**src/rtl/ptr_adj_seq_pkg.sv**
```systemverilog
package ptr_adj_seq_pkg;
  typedef enum logic [1:0] {
    PH_IDLE = 2'd0,
    PH_INIT = 2'd1,
    PH_COOL = 2'd2,
    PH_MEAS = 2'd3
  } phase_e;

  typedef enum logic [1:0] {
    MD_SINGLE   = 2'd0,
    MD_BURST    = 2'd1,
    MD_PERIODIC = 2'd2,
    MD_PERTURB  = 2'd3
  } mode_e;
endpackage

```
**src/rtl/ptr_adj_seq_phase.sv**
```systemverilog
module ptr_adj_seq_phase
  import ptr_adj_seq_pkg::*;
#(
  parameter int INIT_TICKS  = 8000,
  parameter int COOL_TICKS  = 240000,
  parameter int PHASE_TICKS = 240000,
  parameter int MEAS_W      = 4,
  parameter int CNT_W       = 18
) (
  input  logic              clk,
  input  logic              rst,
  input  logic              tick_i,
  input  logic              start_i,
  input  logic [MEAS_W-1:0] meas_total_i,
  output phase_e            phase_o,
  output logic [CNT_W-1:0]  pc_o,
  output logic              last_o,
  output logic              run_o,
  output logic              done_o
);
  phase_e             phase_q;
  logic [CNT_W-1:0]   pc_q;
  logic [MEAS_W-1:0]  meas_q;
  logic [CNT_W-1:0]   len;
  logic               done_q;

  always_comb begin
    case (phase_q)
      PH_INIT: len = CNT_W'(INIT_TICKS);
      PH_COOL: len = CNT_W'(COOL_TICKS);
      default: len = CNT_W'(PHASE_TICKS);
    endcase
  end

  assign run_o  = tick_i && (phase_q != PH_IDLE);
  assign last_o = (pc_q == len - CNT_W'(1));

  always_ff @(posedge clk) begin
    if (rst) begin
      phase_q <= PH_IDLE;
      pc_q    <= '0;
      meas_q  <= '0;
      done_q  <= 1'b0;
    end else begin
      done_q <= 1'b0;
      if (phase_q == PH_IDLE) begin
        if (start_i) begin
          phase_q <= PH_INIT;
          pc_q    <= '0;
          meas_q  <= '0;
        end
      end else if (tick_i) begin
        if (last_o) begin
          pc_q <= '0;
          case (phase_q)
            PH_INIT: phase_q <= PH_COOL;
            PH_COOL: begin
              phase_q <= PH_MEAS;
              meas_q  <= '0;
            end
            default: begin
              if (meas_q == meas_total_i - MEAS_W'(1)) begin
                phase_q <= PH_IDLE;
                done_q  <= 1'b1;
              end else begin
                meas_q <= meas_q + MEAS_W'(1);
              end
            end
          endcase
        end else begin
          pc_q <= pc_q + CNT_W'(1);
        end
      end
    end
  end

  assign phase_o = phase_q;
  assign pc_o    = pc_q;
  assign done_o  = done_q;
endmodule

```
**src/rtl/ptr_adj_seq_slots.sv**
```systemverilog
module ptr_adj_seq_slots #(
  parameter int SPACING_W   = 16,
  parameter int ON_SLOTS    = 87,
  parameter int CYCLE_SLOTS = 90
) (
  input  logic                 clk,
  input  logic                 rst,
  input  logic                 clear_i,
  input  logic                 adv_i,
  input  logic [SPACING_W-1:0] spacing_i,
  output logic                 end_fire_o,
  output logic                 mid_fire_o
);
  localparam int IDX_W = $clog2(CYCLE_SLOTS);

  logic [SPACING_W-1:0] timer_q;
  logic [IDX_W-1:0]     idx_q;
  logic                 slot_end;

  assign slot_end   = (timer_q == spacing_i - SPACING_W'(1));
  assign end_fire_o = adv_i && slot_end && (idx_q < IDX_W'(ON_SLOTS));
  assign mid_fire_o = adv_i && (timer_q == (spacing_i >> 1) - SPACING_W'(1));

  always_ff @(posedge clk) begin
    if (rst || clear_i) begin
      timer_q <= '0;
      idx_q   <= '0;
    end else if (adv_i) begin
      if (slot_end) begin
        timer_q <= '0;
        idx_q   <= (idx_q == IDX_W'(CYCLE_SLOTS - 1)) ? '0 : idx_q + IDX_W'(1);
      end else begin
        timer_q <= timer_q + SPACING_W'(1);
      end
    end
  end
endmodule

```
**src/rtl/ptr_adj_seq_events.sv**
```systemverilog
module ptr_adj_seq_events
  import ptr_adj_seq_pkg::*;
#(
  parameter int PHASE_TICKS = 240000,
  parameter int BURST_GAP   = 4,
  parameter int CNT_W       = 18
) (
  input  logic             clk,
  input  logic             rst,
  input  logic             clear_i,
  input  logic             run_i,
  input  phase_e           phase_i,
  input  logic [CNT_W-1:0] pc_i,
  input  logic             last_i,
  input  mode_e            mode_i,
  input  logic             cancel_i,
  input  logic             bg_end_i,
  input  logic             bg_mid_i,
  output logic             strobe_o
);
  localparam int MID = PHASE_TICKS / 2;

  logic in_meas, at_mid, armed_q, pending, hit_cancel, hit_add, perturb;
  logic [CNT_W-1:0] burst_pos [3];

  for (genvar b = 0; b < 3; b++) begin : g_burst
    assign burst_pos[b] = CNT_W'(MID + b * BURST_GAP);
  end

  assign in_meas    = (phase_i == PH_MEAS);
  assign at_mid     = in_meas && (pc_i == burst_pos[0]);
  assign perturb    = (mode_i == MD_PERTURB);
  assign pending    = perturb && (armed_q || at_mid);
  assign hit_cancel = pending && cancel_i && bg_end_i;
  assign hit_add    = pending && !cancel_i && bg_mid_i;

  always_comb begin
    case (mode_i)
      MD_SINGLE:   strobe_o = at_mid;
      MD_BURST:    strobe_o = in_meas && ((pc_i == burst_pos[0]) ||
                                          (pc_i == burst_pos[1]) ||
                                          (pc_i == burst_pos[2]));
      MD_PERIODIC: strobe_o = bg_end_i;
      default:     strobe_o = (bg_end_i && !hit_cancel) || hit_add;
    endcase
  end

  always_ff @(posedge clk) begin
    if (rst || clear_i) begin
      armed_q <= 1'b0;
    end else if (run_i) begin
      if (last_i || hit_cancel || hit_add) armed_q <= 1'b0;
      else if (perturb && at_mid)          armed_q <= 1'b1;
    end
  end
endmodule

```
**src/rtl/ptr_adj_seq.sv**
```systemverilog
module ptr_adj_seq
  import ptr_adj_seq_pkg::*;
#(
  parameter int INIT_TICKS  = 8000,
  parameter int COOL_TICKS  = 240000,
  parameter int PHASE_TICKS = 240000,
  parameter int BURST_GAP   = 4,
  parameter int SPACING_W   = 16,
  parameter int MAX_MEAS    = 10,
  parameter int ON_SLOTS    = 87,
  parameter int CYCLE_SLOTS = 90,
  localparam int MEAS_W     = $clog2(MAX_MEAS + 1)
) (
  input  logic                 clk,
  input  logic                 rst,
  input  logic                 tick_i,
  input  logic                 start_i,
  input  logic [1:0]           cfg_mode_i,
  input  logic [SPACING_W-1:0] cfg_spacing_i,
  input  logic                 cfg_cancel_i,
  input  logic                 cfg_pol_i,
  input  logic [MEAS_W-1:0]    cfg_meas_i,
  output logic                 adj_strobe_o,
  output logic                 adj_pol_o,
  output logic [1:0]           phase_o,
  output logic                 meas_win_o,
  output logic                 done_o
);
  localparam int MAXLEN_A = (INIT_TICKS > COOL_TICKS) ? INIT_TICKS : COOL_TICKS;
  localparam int MAXLEN   = (MAXLEN_A > PHASE_TICKS) ? MAXLEN_A : PHASE_TICKS;
  localparam int CNT_W    = $clog2(MAXLEN + 1);

  phase_e               phase;
  logic [CNT_W-1:0]     pc;
  logic                 last, run, accept, adv, bg_end, bg_mid, ev_strobe;
  mode_e                mode_q;
  logic [SPACING_W-1:0] spacing_q;
  logic                 cancel_q, pol_q, strobe_q;
  logic [MEAS_W-1:0]    meas_q;

  assign accept = start_i && (phase == PH_IDLE);
  assign adv    = run && ((phase == PH_COOL) || (phase == PH_MEAS));

  always_ff @(posedge clk) begin
    if (rst) begin
      mode_q    <= MD_SINGLE;
      spacing_q <= SPACING_W'(2);
      cancel_q  <= 1'b0;
      pol_q     <= 1'b0;
      meas_q    <= MEAS_W'(1);
    end else if (accept) begin
      mode_q    <= mode_e'(cfg_mode_i);
      spacing_q <= (cfg_spacing_i < SPACING_W'(2)) ? SPACING_W'(2) : cfg_spacing_i;
      cancel_q  <= cfg_cancel_i;
      pol_q     <= cfg_pol_i;
      if (cfg_meas_i == '0)                      meas_q <= MEAS_W'(1);
      else if (cfg_meas_i > MEAS_W'(MAX_MEAS))   meas_q <= MEAS_W'(MAX_MEAS);
      else                                       meas_q <= cfg_meas_i;
    end
  end

  ptr_adj_seq_phase #(
    .INIT_TICKS(INIT_TICKS), .COOL_TICKS(COOL_TICKS), .PHASE_TICKS(PHASE_TICKS),
    .MEAS_W(MEAS_W), .CNT_W(CNT_W)
  ) phase_i (
    .clk(clk), .rst(rst), .tick_i(tick_i), .start_i(start_i),
    .meas_total_i(meas_q), .phase_o(phase), .pc_o(pc), .last_o(last),
    .run_o(run), .done_o(done_o)
  );

  ptr_adj_seq_slots #(
    .SPACING_W(SPACING_W), .ON_SLOTS(ON_SLOTS), .CYCLE_SLOTS(CYCLE_SLOTS)
  ) slots_i (
    .clk(clk), .rst(rst), .clear_i(accept), .adv_i(adv), .spacing_i(spacing_q),
    .end_fire_o(bg_end), .mid_fire_o(bg_mid)
  );

  ptr_adj_seq_events #(
    .PHASE_TICKS(PHASE_TICKS), .BURST_GAP(BURST_GAP), .CNT_W(CNT_W)
  ) events_i (
    .clk(clk), .rst(rst), .clear_i(accept), .run_i(run), .phase_i(phase),
    .pc_i(pc), .last_i(last), .mode_i(mode_q), .cancel_i(cancel_q),
    .bg_end_i(bg_end), .bg_mid_i(bg_mid), .strobe_o(ev_strobe)
  );

  always_ff @(posedge clk) begin
    if (rst) strobe_q <= 1'b0;
    else     strobe_q <= run && ev_strobe;
  end

  assign adj_strobe_o = strobe_q;
  assign adj_pol_o    = pol_q;
  assign phase_o      = phase;
  assign meas_win_o   = (phase == PH_MEAS);
endmodule

```
**config.mk**
```make
export PLATFORM = sky130hd
export DESIGN_NAME = ptr_adj_seq
export DESIGN_NICKNAME = d
export VERILOG_FILES = /design/src/rtl/ptr_adj_seq_pkg.sv /design/src/rtl/ptr_adj_seq_phase.sv /design/src/rtl/ptr_adj_seq_slots.sv /design/src/rtl/ptr_adj_seq_events.sv /design/src/rtl/ptr_adj_seq.sv
export SDC_FILE = /design/constraint.sdc
export NUM_CORES = 1
export LEC_CHECK = 0
export ABC_AREA = 1
export BUFFER_PORTS_ARGS = -buffer_cell sky130_fd_sc_hd__buf_2
export CORE_MARGIN = 4
export CORE_UTILIZATION = 45
export CTS_CLUSTER_SIZE = 8
export DETAILED_ROUTE_END_ITERATION = 8
export PLACE_DENSITY = 0.68
export SETUP_SLACK_MARGIN = 0.2
export SLEW_MARGIN = 5
export SYNTH_ARGS = -nofsm -noshare
export SYNTH_HDL_FRONTEND = slang
export SYNTH_SLANG_ARGS = --single-unit
```
**constraint.sdc**
```tcl
create_clock -name clk -period 4.4 [get_ports clk]
set_clock_uncertainty 0.15 [all_clocks]
set_input_delay 0.22 -clock clk [delete_from_list [all_inputs] [get_ports clk]]
set_output_delay 0.22 -clock clk [all_outputs]
set_load 0.1 [all_outputs]
```
==> impl_metrics.yaml <==
critical_path:
  crit_top_cell: "nand2_1"
  endpoint_kind: "flop"
  slowest_delay_ps: 450
  worstPathArrival_ps: 2800
  required_ps: 4470
  worstSetupStartpointType: "flop"
  worstSetupPathType: "flop to flop"
  worstRegToRegCells: 12
  r2r_start: "phase_i.phase_o[0]"
  reg2reg_slack_ps: 1670
  cp_cell_sequence: "inv_1 > ha_1 > nor2_4 > inv_1 > nand2_1 > nand2_1 > nor4_2 > nand2_1 > nor2_1 > nand3_1 > xor2_1 > nor2_1"
  cp_slowest_cell: "nor4_2"
  r2r_end: "phase_i.pc_o[17]"
  path_max_fanout: 8
cts:
  post-cts-setup-buffers: 0
  ctsHoldBuffers: 19
  numCtsBuffers: 9
  clockBufferDepth: 2
  cts_root_buffer: "clkbuf_16"
  cts_tree: "done"
  cts_resized: 0
  cts.clk_slew.worst_paths_ps: 60
  clk_latency_ps: 330
  cts_sinks: 74
  cts-htree-levels: 3
final_layout:
  regArea_mm2: 0.00148
  drive_gt1_share_pct: 10.8
  num_antenna_cells: 0
  fill_cells: 1105
  mostFrequentLayoutCell: "nand2_1"
  area_growth_pct: 16.9
  nets: 875
  multi_input_area_mm2: 0.00315
  design_area_mm2: 0.00594
  final_cell_mix: "212 x nand2_1, 95 x inv_1, 93 x nor2_1, 74 x dfxtp_1, 61 x nand3_1"
timing:
  hold_ws_ps: 13.4
  relSlewSlack_pct: 47.2
  hold_viol: 0
  final-setup-viol-count: 0
  tns_ps: 0
  worst_pin_slew_ps: 791
  setup_ws_ps: 1670
  period_share_pct: 62.0
  period_needed_ps: 2730
  rsz0062_at_grt: "no"
  drv_slew: 0
  max_clock_freq_mhz: 366
floorplanning:
  die_w_um: 114
  coreArea_mm2: 0.0109
  start_util_pct: 46.5
  fp.dieArea_mm2: 0.0131
  die_h_um: 114
  rows: 38
  io_pins: 34
global_route:
  antenna_found_initial: 0
  grt-ovfl-total: 0
  grt_pass1_vias: 4999
  grt_max_degree: 23
  grt_pass1_wl_mm: 23.6
  grt_usage_pct: 22.3
placed_design:
  placed_area_mm2: 0.00536
  port_buffers: 33
  dp_hpwl_mm: 10.7
  dp_worst_setup_slack_ps: 1740
  place.gp.congestion: 0.978
worst_hold_path:
  whs_path_depth: 2
  hp-start: "cfg_meas_i[3]"
  hp-class: "input port to flop"
  min_to: "meas_q[2]"
synth:
  yosys_warnings: 0
  async_flop_share_pct: 0
  synth-xor-area-share_pct: 9.48
  synthesis.area_mm2: 0.00508
  synth.net_count: 826
  synth-seq-area-share_pct: 29.1
  synth_top_family_by_area: "simple AND/OR/NAND/NOR gates"
  synth_enable_flop_cells: 0
  postSynthAreaPerCell_um2: 6.47
  synth_area_leaders: "dfxtp_1 29%, nand2_1 16%, inv_1 7.0%"
  netlist-cell-type-count: 44
  yosys.area.top_type_share_pct: 29.1
  synthSimpleGateAreaFrac_pct: 41.1
  synth-compound-area-share_pct: 8.27
  synth_mux_area_share_pct: 0
  synthFlopType: "dfxtp_1"
  ys_seq_elements: 74
  yosys.area_share.adder_pct: 3.20
  yosys.area.top_type: "dfxtp_1"
  netlist_instances: 785
outcome:
  status: "complete, no violations"
job:
  max_cap_viol_count: 0
route:
  vias: 5151
  drc: 0
  dr.first_iter.drc_count: 441
  wl_per_cell_um: 14.2
  routed_wl_mm: 13.9
  viasPerCell: 5.26
  drt_pre_antenna_iters: 7
  antenna_left: 0
power_and_ir_drop:
  ir_worst_vdd_v: 0.000603
  powerDensity_mw_per_mm2: 488
  cellLeakagePower_nw: 2.62
## where the power goes
part,leakage [nW],internal [W],total [W],switching (W)
Combinational,1.83,0.000348,0.00112,0.000776
Sequential,0.601,0.000737,0.000831,0.0000937
Clock,0.189,0.000658,0.000942,0.000285
## per-layer routing
metal	up-vias	track usage (%)	wire length [µm]
met5	-	0	0
met4	0	8.47	381
li1	2610	-	-
met1	2342	27.7	6040
met3	30	4.02	818
met2	169	38.3	6640
## through the flow
| step | power [W] | util (%) | std cells |
|---|---|---|---|
| 4_1_cts | 0.00290 | 54.3 | 979 |
| 2_1_floorplan | 0.00170 | - | 785 |
| 3_3_place_gp | 0.00192 | 49.1 | 944 |
| 3_5_place_dp | 0.00194 | 49.1 | 944 |
| 5_1_grt | 0.00309 | 54.3 | 979 |
| 6_report | 0.00290 | 54.3 | 979 |
## synthesized netlist by cell type, types with 3 or more instances
cell type	number
nand3b_1	3
nand2_1	212
o22ai_1	3
o21ai_0	33
nor3b_1	6
xor2_1	38
clkbuf_1	13
inv_1	95
nand3_1	61
inv_2	3
xnor2_1	17
nor4_1	7
nand2_4	3
nand4_1	21
ha_1	13
a21oi_1	23
dfxtp_1	74
nand2_2	3
nor2_1	93
nor3_1	15
nor2_4	9
nor2_2	12
## critical path, delay by kind of cell, from the launching register on
family,cells,cell delay (ps)
and+or+nand+nor,8,1450
DFF,1,420
adders and majority gates,1,270
buffers and inverters,2,200
xor gates and xnor gates,1,130
## logic make-up after synthesis
group,after synthesis
adders and majority gates,13
xor gates and xnor gates,55
and+or+nand+nor,454
buffers and inverters,115
AOI/OAI and AO/OA,74
DFF,74
## area by class of cell
type / count / share of cell area (%)
inverters: 98 / 6.19
repair buffers: 55 / 6.36
multi-input cells: 596 / 53.1
flip-flops and latches: 74 / 24.9
clock buffers: 12 / 4.49
well taps: 140 / 2.95
clock inverters: 4 / 2.02
## state kept, by name (all words and copies together), names as in the netlist
name              flops
slots_i.idx_q         7
spacing_q            16
adj_pol_o             1
cancel_q              1
adj_strobe_o          1
events_i.armed_q      1
phase_i.meas_q        4
phase_i.done_o        1
meas_q                4
phase_i.phase_o       2
mode_q                2
slots_i.timer_q      16
phase_i.pc_o         18
## worst max-delay path by stage
stage,to,from,slack [ps]
detailed placement,phase_i.pc_o[17],phase_i.phase_o[0],1740
floorplan,slots_i.timer_q[12],phase_i.phase_o[0],870
CTS,phase_i.pc_o[17],phase_i.phase_o[0],1660
finish,phase_i.pc_o[17],phase_i.phase_o[0],1670
global route,phase_i.pc_o[17],phase_i.phase_o[0],1290
global placement,phase_i.pc_o[17],phase_i.phase_o[0],1810
No activity file was read; power rests on OpenSTA's default activity.
